File: src/rtl/nmi_line_pkg.sv
package nmi_line_pkg;

  typedef enum logic [1:0] {
    TRIG_LO_LEVEL = 2'd0,
    TRIG_FALL     = 2'd1,
    TRIG_HI_LEVEL = 2'd2,
    TRIG_RISE     = 2'd3
  } trig_e;

  // Bit 0 of the code marks edge detection; bit 1 marks the active-high sense.
  function automatic logic trig_is_edge(trig_e m);
    return m[0];
  endfunction

  function automatic logic trig_active_hi(trig_e m);
    return m[1];
  endfunction

  function automatic logic trig_hit(trig_e m, logic cur, logic prev);
    logic hit;
    if (trig_is_edge(m)) begin
      if (trig_active_hi(m)) hit = cur & ~prev;
      else                   hit = ~cur & prev;
    end else begin
      hit = (cur == trig_active_hi(m));
    end
    return hit;
  endfunction

  // Address maps selected by the layout number.
  function automatic int unsigned map_trig_ofs(int unsigned layout);
    return (layout == 2) ? 32'h0C : 32'h00;
  endfunction

  function automatic int unsigned map_pend_ofs(int unsigned layout);
    return (layout == 2) ? 32'h10 : 32'h04;
  endfunction

  function automatic int unsigned map_en_ofs(int unsigned layout);
    int unsigned ofs;
    case (layout)
      1:       ofs = 32'h34;
      2:       ofs = 32'h40;
      default: ofs = 32'h08;
    endcase
    return ofs;
  endfunction

endpackage

File: src/rtl/nmi_sync.sv
module nmi_sync #(
  parameter int unsigned STAGES = 2
) (
  input  logic clk,
  input  logic rst_n,
  input  logic d_async,
  output logic q_cur,
  output logic q_prev
);

  logic [STAGES-1:0] chain_q;

  generate
    for (genvar g = 0; g < STAGES; g++) begin : g_stage
      if (g == 0) begin : g_first
        always_ff @(posedge clk) begin
          if (!rst_n) chain_q[0] <= 1'b0;
          else        chain_q[0] <= d_async;
        end
      end else begin : g_next
        always_ff @(posedge clk) begin
          if (!rst_n) chain_q[g] <= 1'b0;
          else        chain_q[g] <= chain_q[g-1];
        end
      end
    end
  endgenerate

  logic prev_q;
  always_ff @(posedge clk) begin
    if (!rst_n) prev_q <= 1'b0;
    else        prev_q <= chain_q[STAGES-1];
  end

  assign q_cur  = chain_q[STAGES-1];
  assign q_prev = prev_q;

endmodule

File: src/rtl/nmi_detect.sv
module nmi_detect
  import nmi_line_pkg::*;
(
  input  trig_e mode,
  input  logic  cur,
  input  logic  prev,
  output logic  hit
);

  assign hit = trig_hit(mode, cur, prev);

endmodule

File: src/rtl/nmi_regs.sv
module nmi_regs
  import nmi_line_pkg::*;
#(
  parameter int unsigned ADDR_W = 8,
  parameter int unsigned DATA_W = 32,
  parameter int unsigned LAYOUT = 0
) (
  input  logic              clk,
  input  logic              rst_n,
  input  logic              wr,
  input  logic [ADDR_W-1:0] addr,
  input  logic [DATA_W-1:0] wdata,
  input  logic              evt,
  output trig_e             mode,
  output logic              en,
  output logic              pend,
  output logic              ack,
  output logic [DATA_W-1:0] rdata,
  output logic              irq
);

  localparam logic [ADDR_W-1:0] TRIG_A = ADDR_W'(map_trig_ofs(LAYOUT));
  localparam logic [ADDR_W-1:0] PEND_A = ADDR_W'(map_pend_ofs(LAYOUT));
  localparam logic [ADDR_W-1:0] EN_A   = ADDR_W'(map_en_ofs(LAYOUT));

  logic sel_trig, sel_pend, sel_en;
  assign sel_trig = (addr == TRIG_A);
  assign sel_pend = (addr == PEND_A);
  assign sel_en   = (addr == EN_A);

  logic unused_wdata_hi;
  assign unused_wdata_hi = ^wdata[DATA_W-1:2];

  trig_e mode_q;
  logic  en_q, pend_q, irq_q;

  assign ack = wr & sel_pend & wdata[0];

  always_ff @(posedge clk) begin
    if (!rst_n) begin
      mode_q <= TRIG_LO_LEVEL;
      en_q   <= 1'b0;
      pend_q <= 1'b0;
      irq_q  <= 1'b0;
    end else begin
      if (wr && sel_trig) mode_q <= trig_e'(wdata[1:0]);
      if (wr && sel_en)   en_q   <= wdata[0];
      pend_q <= evt | (pend_q & ~ack);
      irq_q  <= pend_q & en_q;
    end
  end

  always_comb begin
    rdata = '0;
    if (sel_trig)      rdata[1:0] = mode_q;
    else if (sel_pend) rdata[0]   = pend_q;
    else if (sel_en)   rdata[0]   = en_q;
  end

  assign mode = mode_q;
  assign en   = en_q;
  assign pend = pend_q;
  assign irq  = irq_q;

endmodule

File: src/rtl/nmi_line_ctrl.sv
module nmi_line_ctrl
  import nmi_line_pkg::*;
#(
  parameter int unsigned ADDR_W      = 8,
  parameter int unsigned DATA_W      = 32,
  parameter int unsigned LAYOUT      = 0,
  parameter int unsigned SYNC_STAGES = 2
) (
  input  logic              clk,
  input  logic              rst_n,
  input  logic              nmi_in,
  input  logic              reg_wr,
  input  logic [ADDR_W-1:0] reg_addr,
  input  logic [DATA_W-1:0] reg_wdata,
  output logic [DATA_W-1:0] reg_rdata,
  output logic              irq_req
);

  logic  sync_cur, sync_prev, evt_hit, ack_hit, pend_q, en_q;
  trig_e mode_q;

  nmi_sync #(.STAGES(SYNC_STAGES)) u_sync (
    .clk    (clk),
    .rst_n  (rst_n),
    .d_async(nmi_in),
    .q_cur  (sync_cur),
    .q_prev (sync_prev)
  );

  nmi_detect u_det (
    .mode(mode_q),
    .cur (sync_cur),
    .prev(sync_prev),
    .hit (evt_hit)
  );

  nmi_regs #(.ADDR_W(ADDR_W), .DATA_W(DATA_W), .LAYOUT(LAYOUT)) u_regs (
    .clk  (clk),
    .rst_n(rst_n),
    .wr   (reg_wr),
    .addr (reg_addr),
    .wdata(reg_wdata),
    .evt  (evt_hit),
    .mode (mode_q),
    .en   (en_q),
    .pend (pend_q),
    .ack  (ack_hit),
    .rdata(reg_rdata),
    .irq  (irq_req)
  );

endmodule

File: config.mk
export PLATFORM = sky130hd
export DESIGN_NAME = nmi_line_ctrl
export DESIGN_NICKNAME = d
export VERILOG_FILES = /design/src/rtl/nmi_line_pkg.sv /design/src/rtl/nmi_sync.sv /design/src/rtl/nmi_detect.sv /design/src/rtl/nmi_regs.sv /design/src/rtl/nmi_line_ctrl.sv
export SDC_FILE = /design/constraint.sdc
export NUM_CORES = 1
export LEC_CHECK = 0
export BUFFER_PORTS_ARGS = -buffer_cell sky130_fd_sc_hd__buf_4
export CAP_MARGIN = 40
export CORE_MARGIN = 2
export CORE_UTILIZATION = 33
export CTS_BUF_LIST = sky130_fd_sc_hd__clkbuf_8
export DETAILED_ROUTE_END_ITERATION = 16
export PLACE_DENSITY = 0.89
export SLEW_MARGIN = 20
export SYNTH_ARGS = -nofsm -noshare
export SYNTH_HDL_FRONTEND = slang
export SYNTH_SLANG_ARGS = --single-unit
File: constraint.sdc
create_clock -name clk -period 1.4 [get_ports clk]
set_clock_uncertainty 0.2 [all_clocks]
set_input_delay 0.28 -clock clk [delete_from_list [all_inputs] [get_ports clk]]
set_output_delay 0.28 -clock clk [all_outputs]
set_load 0.01 [all_outputs]
==> results of run 1 <==
## layout by cell type (no fill, tap or decap), drive strengths merged
cell,count
conb,30
nor4b,1
nor3,1
buf,22
nor2b,1
xnor2,1
a41oi,1
a21oi,1
mux2i,3
o21a,1
nand4,1
and2,3
clkbuf,3
inv,3
xor2,1
dfxtp,8
nor4,2
nand2,5
and3,3
o2111a,1
nor2,1
o22ai,1
## sequential cells by signal (all words and copies together), names as in the netlist
signal	cells
u_regs.mode	2
u_sync.chain_q	1
u_regs.pend	1
u_sync.q_prev	1
u_regs.irq	1
u_regs.en	1
u_sync.q_cur	1
## layer usage
metal  vias to the layer above  share of wire [%]
met2                        31                 49
met5                         -                  0
met1                       196                 41
met4                         0               0.61
met3                         2                9.5
li1                        221                  -
## layout make-up
class,count,area (µm²),area share [%]
clock buffer,3,41.3,5.43
inverter,3,11.3,1.48
multi-input combinational,58,337,44.2
sequential,8,160,21.1
tap,25,31.3,4.11
timing repair buffer,22,180,23.7
## worst min path at each step
stage,from,slack [ns],cells past startpoint,end
finish,nmi_in,0.07,2,u_sync.chain_q[0]
global route,nmi_in,0.08,2,u_sync.chain_q[0]
CTS,nmi_in,0.06,2,u_sync.chain_q[0]
detailed placement,u_sync.chain_q[0],0.22,1,u_sync.q_cur
global placement,u_sync.chain_q[0],0.22,1,u_sync.q_cur
floorplan,nmi_in,0.21,1,u_sync.chain_q[0]
## power by group
part / internal [mW] / leakage (nW) / switching, mW / total (mW)
clock: 0.185 / 0.0216 / 0.0810 / 0.266
sequential: 0.235 / 0.0653 / 0.00253 / 0.237
combinational: 0.0478 / 0.293 / 0.0670 / 0.115
total: 0.468 / 0.380 / 0.151 / 0.618
## stage by stage
stage	setup TNS, ns	cells	hold slack [ns]
4_1_cts	-0.301	118	0.0594
3_3_place_gp	-0.707	115	0.217
3_5_place_dp	-0.801	115	0.223
2_1_floorplan	0	100	0.207
5_1_grt	-0.428	119	0.0752
6_report	-0.300	119	0.0654
## logic make-up after synthesis
logic type	count (synthesis)	share of synthesized area (%)
AO/OA/AOI/OAI	5	6.33
buffers and inverters	34	39.2
flip-flops	8	26.1
AND/OR/NAND/NOR	18	20.0
multiplexers	3	4.90
XOR/XNOR	2	2.86
other	1	0.612
## critical path: stages
cell and delay [ns]:
buf_6 0.10, nor4_4 0.30, inv_1 0.06, o2111a_1 0.26, buf_6 0.12
## timing repair
| item | 4_1_cts | 5_1_grt |
|---|---|---|
| endpoints found under the setup margin | 2 | 3 |
| gates resized for setup | 5 | 1 |
| pin swaps | 3 | 2 |
| buffers inserted | 0 | 1 |
==> summary.md, run 1 <==
| Metric | Value |
|---|---|
| Arr. time, crit path | `1.13 ns` |
| CTS buffer count | `3` |
| R2R Path End | `u_regs.pend` |
| Pins Over Slew Limit | `0` |
| ANT cells | `0` |
| Initial Util | `35.1%` |
| Status | `finished, violations left` |
| Worst reg-to-reg path cell count | `3` |
| Min Tclk post-route | `1.61 ns` |
| Final layout net count | `140` |
| Yosys reg bits | `8` |
| Synth unique cells | `24` |
| Power Density | `813 mW/mm²` |
| Die footprint | `0.00222 mm²` |
| CP startpoint | `reg_addr[3]` |
| R2r startpoint | `u_regs.mode[1]` |
| Final number of setup-violating endpoints | `2` |
| Met3 Track Usage GR | `3.46%` |
| H-tree levels | `1` |
| Final ANT Viol Nets | `0` |
| Synth cell count leaders | `buf_4 (30), dfxtp_1 (8), nand2_1 (5)` |
| Busiest grt layer | `met2` |
| PortBufs | `16` |
| CTS Buffer Depth | `2` |
| Tot Pwr | `about 0.62 mW` |
| Largest net degree at the start of global routing | `11` |
| Area share of the largest cell type after synthesis | `36.7%` |
| Post-Syn Area | `613 µm²` |
| WL per Instance | `8.29 µm` |
| Worst setup path class | `in -> out` |
| Synthesized instance count | `71` |
| Yosys warns | `0` |
| Failing checks | `setup timing` |
| Post-synth top area cell | `buf_4` |
| Met2 usage | `around 15%` |
| Maxcap violations | `0` |
| Worst setup path end | `reg_rdata[0]` |
| Final worst slack | `-0.210 ns` |
| DR vias/cell | `3.78` |
| Starting DRT DRC Count | `5` |
| Crit start category | `input pin` |
| Post-synth ARST share | `0%` |
| Number of remaining DRC errors | `0` |
| Final Cell Area | `between 700 and 800 µm²` |
| Placement Cell Area | `around 680 µm²` |
| Reg clk slew, reported paths | `0.04 ns` |
| EDFF count, synth | `0` |
| Gpl congestion | `0.645` |
| CORE AREA | `about 0.0017 mm²` |
| Fmax | `621 MHz` |
| Top cells by area, synth | `buf_4 (37%), dfxtp_1 (26%), mux2i_1 (4.9%)` |
| Leakage power | `0.380 nW` |
| Endpoints failing hold | `0` |
| VDD IR max | `0.606 mV` |
| Critical path fanouts, max | `3` |
| Mapped Avg Cell Area | `about 8.6 µm²` |
| M1 GR Usage | `10.2%` |
| Drt total wl | `986 µm` |
| Dominant synthesized flop cell | `dfxtp_1` |
| Vias in the first global route | `roughly 330` |
| Fill cells | `~180` |
| Register area share after synthesis | `between 20% and 30%` |
| Hold-fix buffers, CTS | `0` |
| CTS sink cnt | `8` |
| R2r setup slk | `0.30 ns` |
| Layout cells sized above 1 | `31.9%` |
| Routed vias | `450` |
| Period utilization | `115%` |
| First-pass GRT wire length | `1.35 mm` |
| Tot GR Track Use | `9.25%` |
| Clock Root Buffer | `clkbuf_8` |
| Die height | `~47 µm` |
| TritonCTS clock tree | `yes` |
| Unrepaired setup endpoints after global routing | `yes` |
| Drt first pass iters | `4` |
| Overflow after GRT | `0` |
| Critical path endpoint category | `output pin` |
| HPWL after detailed placement | `779 µm` |
| Finished Core Util | `43.6%` |
| Row cnt | `15` |
| Hold Path Class | `in -> reg` |
| Initial antenna violation count | `0` |
| Ports | `between 70 and 80` |
| Cell with the most instances after synthesis | `buf_4` |
| Clock Latency Late Sink | `about 0.22 ns` |
| Syn-to-layout area delta | `24.1%` |
| Die extent in x | `47.1 µm` |
| Place WS | `-0.247 ns` |
| WP data required | `0.92 ns` |
Note: power is estimated with default switching activity, not from simulation.
==> run 2: changes to the inputs <==
Settings changed: ABC_AREA from default to 1, PLACE_DENSITY 0.89 to 0.88.
==> run 2 against run 1 <==
Effect of this change:
- the flow still finishes with violations (setup timing)
- first-iteration DRC count down 60%
- fmax is 10% higher
- routed wire length up 4.7%
- final area up 6.9%
- die area is 4.7% higher
- register-to-register slack better by 0.06 ns
- via count up 19%
- non-clock buffer count fell by 4
- worst setup slack gained 0.15 ns
- critical endpoint unchanged
==> summary.md, run 2 <==
| Metric | Value |
|---|---|
| Status | `finished, violations left (unchanged)` |
| Failing checks | `setup timing (unchanged)` |
| EDFF count, synth | `0 (unchanged)` |
| Max reg flops | `2 (unchanged)` |
| Post-synth top area cell | `buf_4 (unchanged)` |
| Dominant synthesized flop cell | `dfxtp_1 (unchanged)` |
| Synth unique cells | `15 (was 24)` |
| Simple-Gate Fraction of Synth Area | `27.6% (was 20.0%)` |
| CORE AREA | `0.00178 mm² (was 0.00175 mm²)` |
| Synth cell count leaders | `buf_4 (30), inv_1 (14), nand2_1 (14) (was buf_4 (30), dfxtp_1 (8), nand2_1 (5))` |
| CTS buffer count | `3 (unchanged)` |
| Critical path endpoint category | `output pin (unchanged)` |
| Die footprint | `0.00232 mm² (was 0.00222 mm²)` |
| Cell with the most instances after synthesis | `buf_4 (unchanged)` |
| Reg clk slew, reported paths | `0.04 ns (about the same)` |
| CP max stage cell | `nor2_4 (was nor4_4)` |
| Drt total wl | `1.03 mm (was 986 µm)` |
| Syn-to-layout area delta | `26.2% (was 24.1%)` |
| Endpoints failing hold | `0 (unchanged)` |
| HPWL after detailed placement | `809 µm (was 779 µm)` |
| Clock Latency Late Sink | `0.22 ns (about the same)` |
| Commonest cells after routing, fill and taps aside | `conb_1 (30), buf_4 (14), nand2_1 (12) (was conb_1 (30), buf_4 (18), dfxtp_1 (8))` |
| Critical path fanouts, max | `2 (was 3)` |
| Final layout net count | `161 (was 140)` |
| Largest net degree at the start of global routing | `8 (was 11)` |
| First-pass GRT wire length | `1.57 mm (was 1.35 mm)` |
| Pins Over Slew Limit | `0 (unchanged)` |
| Unrepaired setup endpoints after global routing | `yes (unchanged)` |
| Area share of the largest cell type after synthesis | `35.0% (was 36.7%)` |
| Vias in the first global route | `428 (was 326)` |
| Tot GR Track Use | `9.46% (was 9.25%)` |
| Leakage power | `0.449 nW (was 0.380 nW)` |
| Power Density | `757 mW/mm² (was 813 mW/mm²)` |
| R2r setup slk | `0.36 ns (was 0.30 ns)` |
| Hold path start | `nmi_in (unchanged)` |
| Starting DRT DRC Count | `2 (was 5)` |
| Crit start category | `input pin (unchanged)` |
| Final Non-Filler Cells | `140 (was 119)` |
| Worst reg-to-reg path cell count | `5 (was 3)` |
| Synth Area in Adders | `0% (unchanged)` |
| Final number of setup-violating endpoints | `2 (unchanged)` |
| Hold Path Class | `in -> reg (unchanged)` |
| Final worst slack | `-0.0630 ns (was -0.210 ns)` |
| ANT cells | `0 (unchanged)` |
| Arr. time, crit path | `0.98 ns (was 1.13 ns)` |
| TritonCTS clock tree | `yes (unchanged)` |
| VDD IR max | `1.25 mV (was 0.606 mV)` |
| Register area share after synthesis | `24.9% (was 26.1%)` |
| PortBufs | `16 (unchanged)` |
| Min Tclk post-route | `1.46 ns (was 1.61 ns)` |
| Die height | `48.2 µm (was 47.1 µm)` |
| Top cells by area, synth | `buf_4 (35%), dfxtp_1 (25%), inv_1 (8.2%) (was buf_4 (37%), dfxtp_1 (26%), mux2i_1 (4.9%))` |
| CP top delay family | `simple AND/OR/NAND/NOR gates (unchanged)` |
| Drt first pass iters | `4 (unchanged)` |
| Synth Area in Compound Gates | `3.88% (was 6.33%)` |
| Ports | `77 (unchanged)` |
| Post-synth ARST share | `0% (unchanged)` |
| Leading cell type in the layout, fill and taps excluded | `conb_1 (unchanged)` |
| Overflow after GRT | `0 (unchanged)` |
| Synthesized instance count | `95 (was 71)` |
| Placed cells | `137 (was 115)` |
| Row cnt | `15 (unchanged)` |
| CTS Buffer Depth | `2 (unchanged)` |
| Mux contribution to synthesized area | `0% (was 4.90%)` |
| Final ANT Viol Nets | `0 (unchanged)` |
| Yosys reg bits | `8 (unchanged)` |
| R2R Path End | `u_regs.pend (unchanged)` |
| Mapped Avg Cell Area | `6.78 µm² (was 8.64 µm²)` |
| Initial antenna violation count | `0 (unchanged)` |
| R2r startpoint | `u_regs.mode[0] (was u_regs.mode[1])` |
| Initial Util | `36.1% (was 35.1%)` |
| Largest family of logic cells by synthesized area | `buffers and inverters (unchanged)` |
| CP Buf/Inv Count | `2 (was 3)` |
| H-tree levels | `1 (unchanged)` |
| WL per Instance | `7.37 µm (was 8.29 µm)` |
| Period utilization | `104% (was 115%)` |
| Place WS | `-0.106 ns (was -0.247 ns)` |
| Worst setup path class | `in -> out (unchanged)` |
| CTS sink cnt | `8 (unchanged)` |
| Max stage delay on crit path | `0.14 ns (was 0.30 ns)` |
| Clock Root Buffer | `clkbuf_8 (unchanged)` |
| Gpl congestion | `0.736 (was 0.645)` |
| Maxcap violations | `0 (unchanged)` |
| Synth Area in XOR/XNOR | `0% (was 2.86%)` |
| Hold Crit Depth | `3 (was 2)` |
| Worst Hold End | `u_sync.chain_q[0] (unchanged)` |
| Post-Syn Area | `644 µm² (was 613 µm²)` |
| Routed vias | `535 (was 450)` |
| Number of remaining DRC errors | `0 (unchanged)` |
| Fill cells | `170 (was 178)` |
| Yosys warns | `0 (unchanged)` |
| Fmax | `684 MHz (was 621 MHz)` |
| WP data required | `0.92 ns (about the same)` |
| CP cell instances | `buf_6 -> nor2_4 -> nand3_2 -> nor2_4 -> nand3b_1 -> nand3_2 -> buf_6 (was buf_6 -> nor4_4 -> inv_1 -> o2111a_1 -> buf_6)` |
| Die extent in x | `48.2 µm (was 47.1 µm)` |
| DR vias/cell | `3.82 (was 3.78)` |
| Layout cells sized above 1 | `32.2% (was 31.9%)` |
## run 2: cell types whose count changed after synthesis, moves of 2 or more
| cell | change |
|---|---|
| a21oi_1 | +3 |
| and2_1 | -3 |
| and3_2 | -2 |
| inv_1 | +11 |
| mux2i_1 | -3 |
| nand2_1 | +9 |
| nand3_1 | +8 |
| nor2_1 | +7 |
| nor2_2 | +2 |
## run 2: through the flow
step | hold slack, ns | area (µm²) | TNS, ns | utilization, % | power [mW]
finish | 0.0452 | 813 | -0.0802 | 45.6 | 0.616
global route | 0.0505 | 813 | -0.183 | 45.6 | 0.656
CTS | 0.0454 | 746 | -0.141 | 41.8 | 0.604
detailed placement | 0.206 | 694 | -0.190 | 38.9 | 0.337
global placement | 0.195 | 694 | -0.141 | 38.9 | 0.334
floorplan | 0.173 | 753 | 0 | - | 0.361
## run 2: how the worst max path moves through the flow
stage,endpoint,slack [ns],startpoint,cells after the start
6_report,reg_rdata[0],-0.06,reg_addr[0],7
3_5_place_dp,reg_rdata[0],-0.11,reg_addr[7],7
5_1_grt,reg_rdata[0],-0.11,reg_addr[5],7
2_1_floorplan,reg_rdata[1],0.08,reg_addr[5],3
3_3_place_gp,reg_rdata[0],-0.09,reg_addr[5],7
4_1_cts,reg_rdata[0],-0.07,reg_addr[1],7
## run 2: cells by family (layout without fill, tap and decap cells)
family          after synthesis  in the layout
buf+inv                      44             35
compound gates                5              5
other cells                   1             30
flops                         8              8
simple gates                 37             37
## run 2: repair_timing
item                                    in CTS  in global routing
pin swaps                                    2                  8
resized for setup                            3                 19
hold buffers                                 0                  0
setup buffers                                0                  0
endpoints found under the setup margin       2                  2
## run 2: routing by layer
metal | wire length, µm | vias up | global-route usage, %
met3 | 116 | 4 | 4.44
met5 | 0 | - | 0
met2 | 549 | 36 | 18.2
li1 | - | 267 | -
met4 | 25 | 0 | 3.24
met1 | 339 | 228 | 8.50
## run 2: report_power, final
part | internal, mW | switching (mW)
registers | 0.235 | 0.00322
clock network | 0.185 | 0.0759
logic | 0.0409 | 0.0759
total | 0.461 | 0.155
## run 2: worst register-to-register path: cells and delay by family (launching register included)
family | cells | cell delay, ns
buffers and inverters | 2 | 0.10
DFF | 1 | 0.37
AOI/OAI and AO/OA | 2 | 0.19
and+or+nand+nor | 1 | 0.06
## run 2: cell type report
type	instances	area [µm²]	area share [%]
clock buffer	3	41.3	5.08
multi-input combinational	72	375	46.2
timing repair buffer	18	150	18.5
sequential	8	160	19.7
tap	25	31.3	3.85
inverter	14	55.1	6.77
==> run 3: changes to the inputs <==
Settings changed: BUFFER_PORTS_ARGS -buffer_cell sky130_fd_sc_hd__buf_4 to default, CORE_AREA from default to 2 2 39 41, CORE_MARGIN 2 to default, CORE_UTILIZATION 33 to default, DIE_AREA from default to 0 0 41 43, DONT_BUFFER_PORTS from default to 1, PLACE_DENSITY 0.88 to 0.7.
==> run 3 against run 2 <==
Effect of this change:
- the flow now finishes without violations
- global-route usage grew 3.3 points
- routed wire length shrank 9.2%
- worst hold slack lost 0.030 ns
- combinational power shrank 40%
- register-to-register slack gained 0.03 ns
- first-iteration DRC count grew to 2.5 times the previous value
- non-clock buffer count shrank 13
- sequential share of layout area grew 5.6 points
- sequential cell count is the same
- worst setup slack gained 0.13 ns
- core utilization grew 0.50 points
- critical endpoint is now reg_rdata[1]
==> summary.md, run 3 (same netlist as run 2, synthesis figures left out) <==
| Metric | Value |
|---|---|
| Arr. time, crit path | `0.85 ns (was 0.98 ns)` |
| Reg clk slew, reported paths | `0.04 ns (about the same)` |
| Initial Util | `46.6% (was 36.1%)` |
| Die extent in x | `41 µm (was 48.2 µm)` |
| Critical path endpoint category | `output pin (unchanged)` |
| CTS sink cnt | `8 (unchanged)` |
| VDD IR max | `0.473 mV (was 1.25 mV)` |
| CTS buffer count | `3 (unchanged)` |
| First-pass GRT wire length | `1.50 mm (was 1.57 mm)` |
| Busiest grt layer | `met2 (unchanged)` |
| Ports | `77 (unchanged)` |
| Vias in the first global route | `429 (was 428)` |
| H-tree levels | `1 (unchanged)` |
| Period utilization | `95.0% (was 104%)` |
| CORE AREA | `0.00138 mm² (was 0.00178 mm²)` |
| Pins Over Slew Limit | `0 (unchanged)` |
| Sw frac | `24.8% (was 25.2%)` |
| ANT cells | `0 (unchanged)` |
| Largest net degree at the start of global routing | `8 (unchanged)` |
| Drt first pass iters | `2 (was 4)` |
| Critical path fanouts, max | `4 (was 2)` |
| Endpoints failing hold | `0 (unchanged)` |
| M1 GR Usage | `12.7% (was 8.50%)` |
| Met2 usage | `21.6% (was 18.2%)` |
| Unrepaired setup endpoints after global routing | `no (was yes)` |
| TritonCTS clock tree | `yes (unchanged)` |
| CP max stage cell | `dfxtp_2 (was nor2_4)` |
| Die footprint | `0.00176 mm² (was 0.00232 mm²)` |
| Fin Setup TNS | `0 ns (was -0.0802 ns)` |
| Max stage delay on crit path | `0.34 ns (was 0.14 ns)` |
| Internal power | `0.434 mW (was 0.461 mW)` |
| Final layout net count | `148 (was 161)` |
| Postcts setup bufs | `0 (unchanged)` |
| DR vias/cell | `4.03 (was 3.82)` |
| Leading cell type in the layout, fill and taps excluded | `conb_1 (unchanged)` |
| Number of remaining DRC errors | `0 (unchanged)` |
| Gpl congestion | `0.716 (was 0.736)` |
| Tot Pwr | `0.578 mW (was 0.616 mW)` |
| Placed cells | `113 (was 137)` |
| CTS Buffer Depth | `2 (unchanged)` |
| Row cnt | `14 (was 15)` |
| HPWL after detailed placement | `799 µm (was 809 µm)` |
| Commonest cells after routing, fill and taps aside | `conb_1 (30), inv_1 (14), nand2_1 (14) (was conb_1 (30), buf_4 (14), nand2_1 (12))` |
| Maxcap violations | `0 (unchanged)` |
| Status | `finished, final reports clean (was finished, violations left)` |
| Clock Root Buffer | `clkbuf_8 (unchanged)` |
| Hold Path Class | `in -> reg (unchanged)` |
| Overflow after GRT | `0 (unchanged)` |
| Min Tclk post-route | `1.33 ns (was 1.46 ns)` |
| Drt total wl | `937 µm (was 1.03 mm)` |
| WP data required | `0.92 ns (about the same)` |
| Final ANT Viol Nets | `0 (unchanged)` |
| Syn-to-layout area delta | `-0.971% (was 26.2%)` |
| Psw | `0.143 mW (was 0.155 mW)` |
| Clock power share | `46.7% (was 42.4%)` |
| Power Density | `905 mW/mm² (was 757 mW/mm²)` |
| Die height | `43 µm (was 48.2 µm)` |
| Logic pwr share | `12.2% (was 19.0%)` |
| Leakage power | `0.362 nW (was 0.449 nW)` |
| Met3 Track Usage GR | `3.14% (was 4.44%)` |
| Initial antenna violation count | `0 (unchanged)` |
| Max reg flops | `2 (unchanged)` |
| Routed vias | `475 (was 535)` |
| Final Non-Filler Cells | `118 (was 140)` |
| Worst setup path class | `reg -> out (was in -> out)` |
| Final number of setup-violating endpoints | `0 (was 2)` |
| Crit start category | `flip-flop (was input pin)` |
| Clock Latency Late Sink | `0.22 ns (about the same)` |
| Tot GR Track Use | `12.7% (was 9.46%)` |
| Layout cells sized above 1 | `12.7% (was 32.2%)` |
| CP cell instances | `nor3b_2 -> buf_4 (was buf_6 -> nor2_4 -> nand3_2 -> nor2_4 -> nand3b_1 -> nand3_2 -> buf_6)` |
| PortBufs | `0 (was 16)` |
| Starting DRT DRC Count | `5 (was 2)` |
| Finished Core Util | `46.1% (was 45.6%)` |
| WL per Instance | `7.94 µm (was 7.37 µm)` |
| Fmax | `752 MHz (was 684 MHz)` |
| Share of power burned in registers | `41.2% (was 38.7%)` |
run 3: path summary, 6_finish.rpt:
| check | from | to | slack (ns) | depth (start not counted) |
|---|---|---|---|---|
| setup / recovery | u_regs.mode[1] | reg_rdata[1] | 0.07 | 2 |
| hold / removal | reg_wr | u_regs.mode[0] | 0.01 | 2 |
| hold reg to reg | u_sync.chain_q[0] | u_sync.q_cur | 0.22 | 2 |
| setup reg to reg | u_regs.mode[0] | u_regs.pend | 0.39 | 5 |
run 3: timing repair:
item | CTS | global route
pin swaps | 0 | 2
hold buffers | 2 | 0
hold endpoints to repair | 8 | 0
endpoints found under the setup margin | 1 | 2
gates resized for setup | 1 | 1
cloned | 0 | 0
run 3: final cells by class:
class | instances | area [µm²]
Tap cell | 16 | 20.0
Clock buffer | 3 | 41.3
Multi-Input combinational cell | 72 | 320
Inverter | 14 | 52.6
Fill cell | 154 | 746
Timing Repair Buffer | 5 | 42.5
Sequential cell | 8 | 161
run 3: stage by stage:
stage          instance area (µm²)  hold WS [ns]  setup slack, ns
2_1_floorplan                  753         0.173           0.0824
4_1_cts                        637        0.0148           0.0136
5_1_grt                        638        0.0295           0.0144
3_3_place_gp                   571         0.177           0.0548
3_5_place_dp                   571         0.180           0.0553
6_report                       638        0.0149           0.0702
run 3: per-layer routing:
layer	vias to the layer above	part of all wire [%]
met5	-	0
met4	0	2.2
met3	3	9.0
met2	30	53
met1	201	36
li1	241	-
run 3: power groups by stage:
| stage | sequential [mW] | combinational [mW] | clock [mW] |
|---|---|---|---|
| after detailed placement | 0.241 | 0.0620 | 0 |
| after global routing | 0.238 | 0.0837 | 0.290 |
| after CTS | 0.238 | 0.0689 | 0.278 |
| after global placement | 0.241 | 0.0602 | 0 |
| final | 0.238 | 0.0702 | 0.270 |
| after floorplan | 0.241 | 0.120 | 0 |
run 3: worst max-delay path, delay by kind of cell, from the launching register on:
| kind | cells | cell delay (ns) |
|---|---|---|
| buf+inv | 1 | 0.13 |
| flops | 1 | 0.34 |
| simple gates | 1 | 0.15 |
